$ cat src/rtl/rgbpk_pkg.sv
package rgbpk_pkg;

  localparam int F32_EXP_W = 8;
  localparam int F32_MAN_W = 23;
  localparam int F32_BIAS  = 127;
  localparam int WORD_W    = 32;
  localparam int NUM_CH    = 3;

  typedef struct packed {
    logic                 sign;
    logic [F32_EXP_W-1:0] exp;
    logic [F32_MAN_W-1:0] man;
  } f32_t;

  // per-channel layout: index 0 red, 1 green, 2 blue
  function automatic int ch_man_w(input int ch);
    return (ch == 2) ? 5 : 6;
  endfunction

  function automatic int ch_exp_w(input int ch);
    return (ch < 0) ? 0 : 5;
  endfunction

  function automatic int ch_lsb(input int ch);
    return (ch == 0) ? 0 : (ch == 1) ? 11 : 22;
  endfunction

endpackage

$ cat src/rtl/ufloat_chan_cvt.sv
module ufloat_chan_cvt
  import rgbpk_pkg::*;
#(
  parameter int MAN_W = 6,
  parameter int EXP_W = 5
) (
  input  f32_t                   src,
  output logic [EXP_W+MAN_W-1:0] code
);

  localparam int FW          = EXP_W + MAN_W;
  localparam int BIAS        = (1 << (EXP_W - 1)) - 1;
  localparam int EXP_MAX     = (1 << EXP_W) - 1;
  localparam int REBASE      = F32_BIAS - BIAS;
  localparam int NORM_MIN_E8 = REBASE + 1;
  localparam int OVF_E8      = REBASE + EXP_MAX;
  localparam int DEN_K       = F32_BIAS + F32_MAN_W - BIAS + 1 - MAN_W;

  logic is_nan;
  logic is_inf;
  logic [F32_EXP_W-1:0] den_sh;

  assign is_nan = (src.exp == {F32_EXP_W{1'b1}}) && (src.man != '0);
  assign is_inf = (src.exp == {F32_EXP_W{1'b1}}) && (src.man == '0);
  assign den_sh = F32_EXP_W'(DEN_K) - src.exp;

  always_comb begin
    code = '0;
    if (is_nan) begin
      code = {EXP_W'(EXP_MAX), 1'b1, {(MAN_W-1){1'b0}}};
    end else if (src.sign) begin
      code = '0;
    end else if (is_inf) begin
      code = {EXP_W'(EXP_MAX), {MAN_W{1'b0}}};
    end else if (int'(src.exp) >= OVF_E8) begin
      code = {EXP_W'(EXP_MAX - 1), {MAN_W{1'b1}}};
    end else if (int'(src.exp) >= NORM_MIN_E8) begin
      code = {EXP_W'(src.exp - F32_EXP_W'(REBASE)),
              src.man[F32_MAN_W-1 -: MAN_W]};
    end else if (src.exp != '0) begin
      code = FW'({1'b1, src.man} >> den_sh);
    end
  end

endmodule

$ cat src/rtl/rgb_f32_to_r11g11b10_pack.sv
module rgb_f32_to_r11g11b10_pack
  import rgbpk_pkg::*;
(
  input  logic        clk,
  input  logic        rst_n,
  input  logic        in_valid,
  input  logic [31:0] in_red,
  input  logic [31:0] in_green,
  input  logic [31:0] in_blue,
  output logic        out_valid,
  output logic [31:0] out_word
);

  logic [WORD_W-1:0] chan_in [NUM_CH];
  logic [WORD_W-1:0] placed  [NUM_CH];
  logic [WORD_W-1:0] packed_w;

  assign chan_in[0] = in_red;
  assign chan_in[1] = in_green;
  assign chan_in[2] = in_blue;

  for (genvar ch = 0; ch < NUM_CH; ch++) begin : g_ch
    localparam int MW  = ch_man_w(ch);
    localparam int EW  = ch_exp_w(ch);
    localparam int FW  = MW + EW;
    localparam int LSB = ch_lsb(ch);

    f32_t          src;
    logic [FW-1:0] fld;

    assign src = chan_in[ch];

    ufloat_chan_cvt #(
      .MAN_W (MW),
      .EXP_W (EW)
    ) u_cvt (
      .src  (src),
      .code (fld)
    );

    assign placed[ch] = WORD_W'(fld) << LSB;
  end

  always_comb begin
    packed_w = '0;
    for (int ch = 0; ch < NUM_CH; ch++) begin
      packed_w = packed_w | placed[ch];
    end
  end

  // next-state
  logic [WORD_W-1:0] word_d, word_q;
  logic              vld_d, vld_q;

  always_comb begin
    vld_d  = in_valid;
    word_d = word_q;
    if (in_valid) begin
      word_d = packed_w;
    end
  end

  // state
  always_ff @(posedge clk or negedge rst_n) begin
    if (!rst_n) begin
      vld_q  <= 1'b0;
      word_q <= '0;
    end else begin
      vld_q  <= vld_d;
      word_q <= word_d;
    end
  end

  assign out_valid = vld_q;
  assign out_word  = word_q;

  // assertions
  AST_VALID_RISE: assert property (@(posedge clk) disable iff (!rst_n)
    in_valid |=> out_valid);
  AST_VALID_LOW: assert property (@(posedge clk) disable iff (!rst_n)
    !in_valid |=> !out_valid);
  AST_HOLD_IDLE: assert property (@(posedge clk) disable iff (!rst_n)
    !in_valid |=> $stable(out_word));
  AST_RED_NEG_ZERO: assert property (@(posedge clk) disable iff (!rst_n)
    (in_valid && in_red[31] && !(in_red[30:23] == 8'hff && in_red[22:0] != '0))
    |=> (out_word[10:0] == 11'd0));
  AST_BLUE_NAN_QUIET: assert property (@(posedge clk) disable iff (!rst_n)
    (in_valid && in_blue[30:23] == 8'hff && in_blue[22:0] != '0)
    |=> (out_word[31:22] == 10'b11111_10000));
  AST_GREEN_NO_ALLONES: assert property (@(posedge clk) disable iff (!rst_n)
    (in_valid && in_green[30:23] != 8'hff)
    |=> (out_word[21:17] != 5'h1f));

endmodule

$ cat config.mk
export PLATFORM = sky130hd
export DESIGN_NAME = rgb_f32_to_r11g11b10_pack
export DESIGN_NICKNAME = d
export VERILOG_FILES = /design/src/rtl/rgbpk_pkg.sv /design/src/rtl/ufloat_chan_cvt.sv /design/src/rtl/rgb_f32_to_r11g11b10_pack.sv
export SDC_FILE = /design/constraint.sdc
export NUM_CORES = 1
export LEC_CHECK = 0
export BUFFER_PORTS_ARGS = -buffer_cell sky130_fd_sc_hd__buf_2
export CAP_MARGIN = 20
export CORE_UTILIZATION = 35
export DETAILED_ROUTE_END_ITERATION = 16
export PLACE_DENSITY_LB_ADDON = 0.15
export SYNTH_ARGS = -nofsm -noshare
export SYNTH_HDL_FRONTEND = slang
export SYNTH_SLANG_ARGS = --single-unit
$ cat constraint.sdc
create_clock -name clk -period 1 [get_ports clk]
set_input_delay 0.15 -clock clk [delete_from_list [all_inputs] [get_ports clk]]
set_output_delay 0.15 -clock clk [all_outputs]
set_load 0.005 [all_outputs]
* Yosys cells after proc, flatten, opt, wreduce, memory -nomap -nowiden
Cells that the tools add are included.
** Storage, ports and cells
- Input bits :: 99
- Bits in registers :: 33
- Output and inout bits :: 33
** Operators by class
- Mux-type cells :: 18
- Bitwise operators :: 2
- $lt $le $gt $ge :: 6
- Eq/ne operators :: 3
- Reductions and logical operators :: 15
- $add $sub $neg :: 6
- Shift operators :: 3
** Operators by type and width (number)
- 2-to-1 mux 11 bit :: 12
- logical NOT 23 bit :: 3
- nonzero test 23 bit :: 3
- 2-to-1 mux 10 bit :: 6
- right shift 24 x 8 -> 11 bit :: 2
- bitwise OR 22 x 32 -> 32 bit :: 1
- == test 8 bit (second input constant) :: 3
- >= comparator 8 x 7 -> 1 bit (second input constant) :: 3
- >= comparator 8 bit (second input constant) :: 3
- nonzero test 8 bit :: 3
- right shift 24 x 8 -> 10 bit :: 1
- subtractor 8 bit (first input constant) :: 3
- bitwise OR 11 x 22 -> 22 bit :: 1
- subtractor 5 bit (second input constant) :: 3
- logical AND 1 bit :: 6

* Depth between registers and ports, before layout
- Word-level depth :: 10
- Mapped depth :: 13
- Gate-level depth less buffers :: 8

* Modules after synthesis
A second synthesis with hierarchy kept.
** Unflattened totals
- Cell total of the unflattened synthesis :: 753
- Area total of the unflattened synthesis :: 6571.3 sq um
** Modules (own cells, without submodules)
- ufloat_chan_cvt (g_ch[0].u_cvt ...) :: cells an instance 241, instances 2, area an instance 1819.2 sq um, seq. area each 0.0 sq um
- ufloat_chan_cvt (g_ch[2].u_cvt) :: cells an instance 202, instances 1, area an instance 1562.7 sq um, seq. area each 0.0 sq um
- rgb_f32_to_r11g11b10_pack :: cells an instance 69, instances 1, area an instance 1370.1 sq um, seq. area each 825.8 sq um

* Worst setup path after synthesis
No wires, ideal clock.
- Kind :: input-to-reg
- Start point :: in in_red[23]
- End point :: reg word_q[0] (netlist: out_word[0])
- Library setup time :: 0.123 ns
- Required time :: 0.877 ns
- Stages on the path :: 11
- Slack :: -1.748 ns
- Arrival time :: 2.626 ns
- Cells stage by stage :: buf_6 -> clkinv_1 -> buf_2 -> ha_1 -> buf_6 -> mux2_1 -> mux2_2 -> mux4_2 -> a22o_1 -> a221oi_2 -> nor2_1
** Between the ends
- Cells in the longest elaborated chain, start to end :: 10
- Elaborated cells between the ends (all ways) :: 16
- Classes of those cells :: add/sub (1); order compare (2); eq/ne (1); shift (1); mux (6); bitwise (2); reduce/logical (3)
** RTL lines
- start, declared :: RTL line rgb_f32_to_r11g11b10_pack.sv:7 : input logic [31:0] in_red,
- subtractor 8 bit :: RTL line ufloat_chan_cvt.sv:25 : assign den_sh = F32_EXP_W'(DEN_K) - src.exp;
- right shift 24 x 8 -> 11 bit :: RTL line ufloat_chan_cvt.sv:41 : code = FW'({1'b1, src.man} >> den_sh);
- 2-to-1 mux 11 bit :: RTL line ufloat_chan_cvt.sv:40 : end else if (src.exp != '0) begin
- 2-to-1 mux 11 bit :: RTL line ufloat_chan_cvt.sv:37 : end else if (int'(src.exp) >= NORM_MIN_E8) begin
- 2-to-1 mux 11 bit :: RTL line ufloat_chan_cvt.sv:35 : end else if (int'(src.exp) >= OVF_E8) begin
- 2-to-1 mux 11 bit :: RTL line ufloat_chan_cvt.sv:33 : end else if (is_inf) begin
- 2-to-1 mux 11 bit :: RTL line ufloat_chan_cvt.sv:31 : end else if (src.sign) begin
- 2-to-1 mux 11 bit * :: RTL line ufloat_chan_cvt.sv:29 : if (is_nan) begin
- bitwise OR 11 x 22 -> 22 bit * :: RTL line rgb_f32_to_r11g11b10_pack.sv:47 : packed_w = packed_w | placed[ch];
- bitwise OR 22 x 32 -> 32 bit * :: RTL line rgb_f32_to_r11g11b10_pack.sv:47
- end signal, assigned :: RTL line rgb_f32_to_r11g11b10_pack.sv:70 : word_q <= word_d;
- end, declared :: RTL line rgb_f32_to_r11g11b10_pack.sv:52 : logic [WORD_W-1:0] word_d, word_q;
Every way passes the cells marked *; elsewhere a longest branch is shown, timed or not.
A chain may end at the register's enable or synchronous reset.

* Worst setup path after layout
Ends and elaborated chain as after synthesis.

==> impl_results.md <==
* Final Max Tran Viols at 0
* Status: complete, but fails checks
* Total Routing Usage GR at 27.81%
* Critical path endpoint category: flop
* N_diodes at 0
* DIE AREA at 16,910 µm²
* Int Pwr at 5157 µW
* Unique masters post-synth at 79
* RSZ-0062 raised after global routing: true
* Routed length on met3 at 899 µm
* Yosys warns at 0
* Die Height at 130.1 µm
* Hold slack at 138.5 ps
* Skew-Pair Late Insertion Delay at 270 ps
* ANT nets after route at 0
* Sink Count at 33
* VDD IR max at 0.8466 mV
* Root buf cell: clkbuf_16
* DP Worst Slack at -1349 ps
* TritonCTS buffer count at 5
* R2R Path Start: out_word[5]
* Cells after Synth at 661
* CTS clk-pin slew, worst paths at 50 ps
* Mapped Area at 5739 µm²
* Most frequent cells in the layout: buf_4 (232), buf_2 (119), nand2_1 (55)
* Hold crit path type: input port to flop
* Commonest non-fill, non-tap cell in the layout: buf_4
* Setup CP Type: input port to flop
* Die X at 130.1 µm
* DPL Wire Length at 17,550 µm
* Async SR Flop Fraction at 100.0%
* Global-route wire length before repair at 37,230 µm
* PnR worst setup slack at -993.8 ps
* Residual DRC at 0
* Final Setup Violations at 36
* GRT overflow at 0
* Combinational Power Share at 63.5%
* Post-synthesis register bit count at 33
* Worst R2R Path Depth at 5
* Drt pass-1 iters at 5
* # H-tree levels at 2
* Power Total at 8265 µW
* Met1 Wirelength at 9631 µm
* Core area at 15,940 µm²
* Routed WL at 23,310 µm
* Critical Path Start: in_red[23]
* Starting Density at 36.00%
* Avg WL per Cell at 18.68 µm
* Largest net degree at the start of global routing at 35
* P_sw at 3107 µW
* Post-synthesis sequential area ratio at 14.39%
* Post-synth EDFFs at 0
* Max incr delay on CP at 480 ps
* Vias per inst at 5.667
* Area growth syn-to-layout at 75.52%
* Switch share at 37.60%
* Clk network pwr share at 17.7%
* RD Place Congestion at 0.9460
* DR vias at 7,073
* Vias in the first global route at 7,287
* Worst Hold Path Cells at 2
* Main synth FF type: dfrtp_1
* Fmax at 501.6 MHz
* CP Max Fanout at 5
* Max-cap violations at 0
* Crit-path cells: buf_12, clkinv_8, ha_4, mux2_4, mux2_4, mux4_2, a22o_1, a221oi_2, nor2_1
* Reg power frac at 18.8%
* CP most frequent cell: mux2_4
* Initial antenna violation count at 0
* Pwr Density at 820.4 nW/µm²
* Min-delay src: in_green[31]
* Post-route cell area at 10,070 µm²
* I/O pin cnt at 132
* Std-Cell Rows at 46
* Slew HR at 64.84%
* Arrival time worst endpoint at 2150 ps
* Fin. Hold Viols at 0
* Placed Instance Area at 8371 µm²
* Crit start category: input port
* Mean post-synth cell area at 8.683 µm²
* Static Leak at 0.004361 µW
* DR WL met2 at 11,860 µm
* I/O Buffers at 131
* Crit-path slowest cell: mux4_2
* CP Data Required Time at 1160 ps
* Least-Margin Pin Slew at 523.0 ps
* Final min period at 1994 ps
* CTS tree: built
* Failing checks: negative setup slack
* Net Count, Synth at 769
* DR iter-0 viols at 381
* Layout fillers at 1,343
* CTS Buffer Depth at 2
* Fin crit share at 199.4%
* Share of post-route cells with drive strength above 1 at 62.50%
* Final core occ at 63.18%
* Top layer in use: met4
* Clock skew at 0 ps
* Final net count at 1,139
==> sequential cells by signal, indices dropped and copies added, names as in the netlist <==
signal,cells
out_valid,1
out_word,32
==> cell families (layout without fill, tap and decap cells) <==
logic type | after synthesis | after routing | share of synthesized area [%]
muxes | 118 | 118 | 31.65
AOI/OAI and AO/OA | 200 | 200 | 23.96
xor gates and xnor gates | 16 | 16 | 2.834
buffers and inverters | 69 | 440 | 5.821
and+or+nand+nor | 216 | 216 | 19.38
adders and majority gates | 9 | 9 | 1.962
DFF | 33 | 33 | 14.39
==> final timing paths <==
kind                                end  slack [ps]
setup reg to reg            out_word[5]        -140
min in group asynchronous   out_word[9]         370
max in group asynchronous  out_word[10]         450
hold / removal             out_word[15]         140
hold reg to reg            out_word[21]         480
setup / recovery            out_word[0]        -990
==> critical path, delay by kind of cell <==
family / cells / cell delay, ps
mux: 3 / 1060
compound gates: 2 / 430
fa+ha+maj: 1 / 310
buf+inv: 2 / 130
simple gates: 1 / 60
==> per-stage QoR <==
step | cells | setup TNS (ps)
floorplan | 661 | -32320
global placement | 1184 | -37140
detailed placement | 1184 | -37810
CTS | 1243 | -22470
global route | 1248 | -24610
finish | 1248 | -22640
==> synth_stat cells, types with 3 or more instances <==
| master | count | area [µm²] |
|---|---|---|
| nand2_1 | 60 | 225.2 |
| mux4_2 | 48 | 1081 |
| nor2_1 | 46 | 172.7 |
| o21ai_0 | 46 | 230.2 |
| a21oi_1 | 45 | 225.2 |
| mux2i_1 | 42 | 420.4 |
| dfrtp_1 | 33 | 825.8 |
| mux2_2 | 27 | 304.0 |
| buf_2 | 21 | 105.1 |
| clkbuf_1 | 18 | 67.56 |
| nand3_1 | 18 | 90.09 |
| nor4_1 | 17 | 106.4 |
| a31oi_1 | 14 | 87.58 |
| inv_1 | 14 | 52.55 |
| nor2b_1 | 14 | 87.58 |
| nor3_1 | 12 | 60.06 |
| and3_1 | 9 | 56.30 |
| ha_1 | 9 | 112.6 |
| o21a_1 | 9 | 67.56 |
| buf_4 | 7 | 52.55 |
| o2111ai_1 | 7 | 61.31 |
| xnor2_1 | 7 | 61.31 |
| nand2b_1 | 6 | 37.54 |
| o211ai_1 | 6 | 45.04 |
| o22ai_1 | 6 | 37.54 |
| or3_1 | 6 | 37.54 |
| xor2_1 | 6 | 52.55 |
| a211oi_1 | 5 | 37.54 |
| nand4_1 | 5 | 31.28 |
| o31ai_1 | 5 | 37.54 |
| a22oi_1 | 4 | 30.03 |
| a31o_2 | 4 | 35.03 |
| and2_1 | 4 | 25.02 |
| o221ai_1 | 4 | 35.03 |
| a211o_1 | 3 | 26.28 |
| a21boi_0 | 3 | 22.52 |
| a221oi_1 | 3 | 26.28 |
| buf_1 | 3 | 11.26 |
| buf_6 | 3 | 33.78 |
| clkinv_1 | 3 | 11.26 |
| o21ai_1 | 3 | 15.01 |
| o32ai_1 | 3 | 26.28 |
==> cell type report <==
type                            count  area, µm²  area share [%]
Clock buffer                        5      125.1           1.242
Clock inverter                      3      17.52          0.1739
Tap cell                          216      270.3           2.683
Timing Repair Buffer              415       3243           32.19
Multi-Input combinational cell    559       5485           54.45
Sequential cell                    33      825.8           8.198
Inverter                           17      106.4           1.056
==> layer usage <==
| layer | vias to the layer above | GRT usage (%) |
|---|---|---|
| li1 | 3330 | - |
| met1 | 3440 | 34.88 |
| met2 | 236 | 49.59 |
| met3 | 67 | 2.665 |
| met4 | 0 | 9.781 |
| met5 | - | 0 |
==> power groups by stage <==
stage	clock network, µW	logic (µW)	registers (µW)
finish	1460	5240	1560
global route	1570	5600	1570
CTS	1500	4950	1560
detailed placement	0	4170	1580
global placement	0	4110	1580
floorplan	0	2340	1560
==> what timing repair did <==
item	4_1_cts	5_1_grt
buffers inserted	49	11
setup endpoints to repair	36	39
cloned	3	0
pin swaps	53	45
resized for setup	199	56
endpoints found under the hold margin	33	0
hold buffers	1	0
(Power assumes the default switching activity.)
